[src/rtl/clamp_leg_pkg.sv]
package clamp_leg_pkg;

  localparam int GATE_N = 4;

  typedef enum logic [1:0] {
    LVL_ZERO = 2'b00,
    LVL_POS  = 2'b01,
    LVL_NEG  = 2'b10,
    LVL_NONE = 2'b11
  } lvl_e;

  // Steady gate pattern of each level; bit i drives switch i+1.
  function automatic logic [GATE_N-1:0] lvlGates(lvl_e lvl);
    case (lvl)
      LVL_POS: lvlGates = 4'b0011;
      LVL_NEG: lvlGates = 4'b1100;
      default: lvlGates = 4'b0110;
    endcase
  endfunction

  // Strobes from sequencing control to the gate datapath.
  typedef struct packed {
    logic forceZero;
    logic beginGap;
    logic applyTgt;
    logic decCnt;
    lvl_e nextLvl;
  } strobe_t;

endpackage

[src/rtl/leg_gate_path.sv]
module leg_gate_path
  import clamp_leg_pkg::*;
#(
  parameter int DT_W = 8
) (
  input  logic              clk,
  input  logic              rstN,
  input  strobe_t           strb,
  input  logic [DT_W-1:0]   deadCnt,
  output logic [GATE_N-1:0] gateQ,
  output lvl_e              curLvl,
  output logic              cntZero
);

  logic [DT_W-1:0] cnt;
  lvl_e            tgtLvl;

  assign cntZero = (cnt == '0);

  always_ff @(posedge clk or negedge rstN) begin
    if (!rstN) begin
      cnt    <= '0;
      gateQ  <= lvlGates(LVL_ZERO);
      curLvl <= LVL_ZERO;
      tgtLvl <= LVL_ZERO;
    end else if (strb.forceZero) begin
      cnt    <= '0;
      gateQ  <= lvlGates(LVL_ZERO);
      curLvl <= LVL_ZERO;
      tgtLvl <= LVL_ZERO;
    end else if (strb.beginGap) begin
      // outgoing switch drops now, incoming one waits for the gap
      cnt    <= deadCnt;
      gateQ  <= lvlGates(curLvl) & lvlGates(strb.nextLvl);
      tgtLvl <= strb.nextLvl;
    end else if (strb.applyTgt) begin
      cnt    <= deadCnt;
      gateQ  <= lvlGates(tgtLvl);
      curLvl <= tgtLvl;
    end else if (strb.decCnt) begin
      cnt <= cnt - 1'b1;
    end
  end

endmodule

[src/rtl/leg_seq_ctrl.sv]
module leg_seq_ctrl
  import clamp_leg_pkg::*;
(
  input  logic    clk,
  input  logic    rstN,
  input  logic    enable,
  input  lvl_e    reqLvl,
  input  lvl_e    curLvl,
  input  logic    cntZero,
  output strobe_t strb,
  output logic    rerouteQ
);

  typedef enum logic [1:0] {PH_STEADY, PH_GAP, PH_DWELL} phase_e;

  phase_e phase, phaseNext;
  logic   stepReq, crossReq;

  assign crossReq = (reqLvl == LVL_POS && curLvl == LVL_NEG) ||
                    (reqLvl == LVL_NEG && curLvl == LVL_POS);
  assign stepReq  = (reqLvl != LVL_NONE) && (reqLvl != curLvl);

  always_comb begin
    strb.forceZero = 1'b0;
    strb.beginGap  = 1'b0;
    strb.applyTgt  = 1'b0;
    strb.decCnt    = 1'b0;
    strb.nextLvl   = LVL_ZERO;
    phaseNext      = phase;
    if (!enable) begin
      strb.forceZero = 1'b1;
      phaseNext      = PH_STEADY;
    end else begin
      case (phase)
        PH_STEADY: if (stepReq) begin
          strb.beginGap = 1'b1;
          strb.nextLvl  = crossReq ? LVL_ZERO : reqLvl;
          phaseNext     = PH_GAP;
        end
        PH_GAP: if (cntZero) begin
          strb.applyTgt = 1'b1;
          phaseNext     = PH_DWELL;
        end else begin
          strb.decCnt = 1'b1;
        end
        PH_DWELL: if (cntZero) begin
          phaseNext = PH_STEADY;
        end else begin
          strb.decCnt = 1'b1;
        end
        default: phaseNext = PH_STEADY;
      endcase
    end
  end

  always_ff @(posedge clk or negedge rstN) begin
    if (!rstN) begin
      phase    <= PH_STEADY;
      rerouteQ <= 1'b0;
    end else begin
      phase    <= phaseNext;
      rerouteQ <= enable && (phase == PH_STEADY) && stepReq && crossReq;
    end
  end

endmodule

[src/rtl/clamp_leg_gate.sv]
module clamp_leg_gate
  import clamp_leg_pkg::*;
#(
  parameter int DT_W = 8
) (
  input  logic            clk,
  input  logic            rstN,
  input  logic            enable,
  input  logic [1:0]      reqLvl,
  input  logic [DT_W-1:0] deadCnt,
  output logic [3:0]      gateOut,
  output logic [1:0]      lvlOut,
  output logic            rerouteOut
);

  strobe_t strb;
  lvl_e    curLvl;
  logic    cntZero;

  leg_seq_ctrl u_ctrl (
    .clk      (clk),
    .rstN     (rstN),
    .enable   (enable),
    .reqLvl   (lvl_e'(reqLvl)),
    .curLvl   (curLvl),
    .cntZero  (cntZero),
    .strb     (strb),
    .rerouteQ (rerouteOut)
  );

  leg_gate_path #(.DT_W(DT_W)) u_path (
    .clk     (clk),
    .rstN    (rstN),
    .strb    (strb),
    .deadCnt (deadCnt),
    .gateQ   (gateOut),
    .curLvl  (curLvl),
    .cntZero (cntZero)
  );

  assign lvlOut = curLvl;

endmodule

[config.mk]
export PLATFORM = sky130hd
export DESIGN_NAME = clamp_leg_gate
export DESIGN_NICKNAME = d
export VERILOG_FILES = /design/src/rtl/clamp_leg_pkg.sv /design/src/rtl/leg_gate_path.sv /design/src/rtl/leg_seq_ctrl.sv /design/src/rtl/clamp_leg_gate.sv
export SDC_FILE = /design/constraint.sdc
export NUM_CORES = 1
export LEC_CHECK = 0
export CAP_MARGIN = 20
export CORE_MARGIN = 3
export CORE_UTILIZATION = 53
export CTS_CLUSTER_SIZE = 24
export DETAILED_ROUTE_END_ITERATION = 7
export PLACE_DENSITY = 0.9
export RECOVER_POWER = 100
export SETUP_SLACK_MARGIN = 0.02
export SYNTH_ARGS = -nofsm -noshare
export SYNTH_HDL_FRONTEND = slang
export SYNTH_SLANG_ARGS = --single-unit
[constraint.sdc]
create_clock -name clk -period 2.59 [get_ports clk]
set_input_delay 0.3885 -clock clk [delete_from_list [all_inputs] [get_ports clk]]
set_output_delay 0.3885 -clock clk [all_outputs]
set_load 0.02 [all_outputs]
==> flow_summary.ini <==
[clock_tree]
clk_path_buf_depth = 2
clk_latency_ns = 0.30
clk_pin_slew_ns = 0.12
cts_resized = 0
cts_tree = yes
clock-sinks = 19
cts_setup_buffers = 0
cts_hold_buffers = 0
htreeDepth = 1
numCtsBuffers = 3
cts_root_buf = clkbuf_4

[worst_setup_path]
reg2reg_to = u_path.cnt[3]
cp.required_ns = 2.77
slowest_stage = dfrtp_1
crit_type = reg -> reg
reg2reg_setup_slack_ns = 0.46
reg2regPathDepth = 7
reg2reg_from = u_path.cnt[0]
path_cells = inv_1 -> ha_1 -> nor3b_2 -> and3_1 -> a21o_1 -> mux2i_1 -> o21ai_0
worstSetupStartpoint = u_path.cnt[0]
worstPathArrival_ns = 2.31
cp_max_fo = 7
critPathCapture = u_path.cnt[3]
cpPeakStageDelay_ns = 0.44
startpoint_type = flip-flop
critPathCaptureType = flip-flop

[synthesis]
ys_seq_area_share_pct = 36.7
synthArstFlopShare_pct = 100
synth_edf_count = 0
post-synth-top-area-cell = dfrtp_1
ys_types = 45
synth_commonest_cells = dfrtp_1, nand2_1, nor2_1, inv_1
ys_warn_count = 0
synth_ff_type = dfrtp_1
synth_area_mm2 = 0.00130
synth_most_common_cell = dfrtp_1
synth.top_cell.area_share_pct = 32.7
synth_area_leaders = dfrtp_1, ha_1, mux2i_1
syn_inst = 142
avgSynthCellArea_um2 = 9.17
syn_nets = 161
ys_ff_latch = 19

[flow_run]
maxCapViolations = 0

[routing]
via_per_inst = 5.94
drt_iter0_drc = 50
wl_per_cell_um = 15.1
drt_pass1_iterations = 4
ant_nets = 0
postRouteWirelength_mm = 2.85
vias = 1116
drc = 0

[hold_path]
min_path_type = reg -> reg

[global_routing]
grt.overflow.total = 0
antenna_found_initial = 0
grt_usage_pct = 19.5
grt_pass1_wl_mm = 4.93
grt_max_degree = 20
grt_pass1_vias = 1089

[sta]
rsz0062_at_grt = no
clock.fmax_mhz = 469
setup_viol = 0
finalMaxSlewViolations = 0
tns_ns = 0
min_period_over_period_pct = 82.3
max_slew_margin_pct = 39.3
hold_violations = 0
post-route-min-period_ns = 2.13
worst_clock_skew_ns = 0.0130
max_slew.worst_pin.slew_ns = 0.908

[power_and_ir_drop]
p_leak_nw = 0.658
ir_worst_vdd_mv = 0.603
powerDensity_mw_per_mm2 = 828

[placement]
hpwlAfterDp_mm = 2.13
gp_congestion = 0.964
placed_area_mm2 = 0.00150
io_buffers = 19

[final_layout]
post-route-util_pct = 66.6
drive_gt1_share_pct = 8.75
syn2layout_area_growth_pct = 16.4
seq_area_um2 = 478
fill_cells = 177
multi_input_area_um2 = 749
finish.instance_area_mm2 = 0.00152
finalNetCount = 180
antenna_cells = 0

[floorplanning]
die_area_mm2 = 0.00309
die_h_um = 55.6
coreArea_mm2 = 0.00228
io_pins = 20
rows = 17
start_util_pct = 57.2
die_w_um = 55.6

[outcome]
status = complete, no violations
-- state kept, by name, indices dropped and copies added (netlist names) --
name             cells
u_ctrl.rerouteQ      1
u_path.gateQ         4
u_path.tgtLvl        2
u_ctrl.phase         2
u_path.curLvl        2
u_path.cnt           8
-- cell usage in the layout, fill, tap and decap left out, types with 3 or more instances in the layout --
cell type	synthesis	final
o211ai_1	5	5
clkbuf_4	0	3
inv_1	8	8
nand2_1	14	14
mux2i_1	7	7
nor3_1	3	4
a21oi_1	7	7
dlygate4sd3_1	0	9
nor2_1	11	11
nor2b_1	5	5
o21ai_0	7	13
dfrtp_1	17	17
nand3_1	3	3
nand3b_1	3	3
ha_1	6	6
clkdlybuf4s50_1	0	10
-- layer usage --
metal  track usage, %  vias to the layer above  routed length (µm)
li1                 -                      548                   -
met1             25.7                      512                1250
met2             32.3                       52                1350
met3             4.18                        4                 227
met4             5.21                        0                  18
met5                0                        -                   0
-- cell families (layout without fill, tap and decap cells) --
kind of cell	Yosys count	in the layout	share of synthesized area (%)
DFF	19	19	36.7
AOI/OAI and AO/OA	42	42	22.6
buffers and inverters	14	32	5.38
adders and majority gates	6	6	5.76
muxes	7	7	5.38
xor gates and xnor gates	2	2	1.35
and+or+nand+nor	52	52	22.9
-- area by class of cell --
class                      count  share of cell area [%]
tap                           28                    2.31
multi-input combinational    109                    49.4
clock buffer                   4                    1.73
sequential                    19                    31.5
timing repair buffer          20                    13.0
inverter                       8                    1.98
-- stage by stage --
step                power (mW)  hold slack [ns]  setup WS, ns  cells
global route              1.36            0.560         0.303    188
floorplan                0.965           0.0929         0.755    142
global placement          1.08            0.493         0.306    184
finish                    1.26            0.534         0.458    188
detailed placement        1.11            0.497         0.235    184
CTS                       1.27            0.525         0.485    188
-- critical path: cells and delay by family (launching register included) --
kind                     cells  cell delay (ns)
AND/OR/NAND/NOR              2             0.58
AO/OA/AOI/OAI                2             0.46
flip-flops                   1             0.44
multiplexers                 1             0.21
adder cells (fa/ha/maj)      1             0.19
buffers and inverters        1             0.13
-- power breakdown --
part	total (mW)	switching, mW	internal (mW)
Combinational	0.633	0.353	0.280
Clock	0.159	0.0989	0.0599
Sequential	0.464	0.0957	0.369
Total	1.26	0.548	0.708
-- worst min path at each step --
| stage | startpoint | to | slack, ns | cells after the start |
|---|---|---|---|---|
| floorplan | rstN | u_ctrl.phase[0] | 0.09 | 0 |
| global placement | u_ctrl.phase[1] | u_ctrl.phase[1] | 0.49 | 2 |
| detailed placement | u_ctrl.phase[1] | u_ctrl.phase[1] | 0.50 | 2 |
| CTS | u_ctrl.phase[1] | u_ctrl.phase[1] | 0.52 | 2 |
| global route | u_path.gateQ[3] | u_path.gateQ[3] | 0.56 | 2 |
| finish | u_ctrl.phase[1] | u_ctrl.phase[1] | 0.53 | 2 |
No activity file was read; power rests on OpenSTA's default activity.
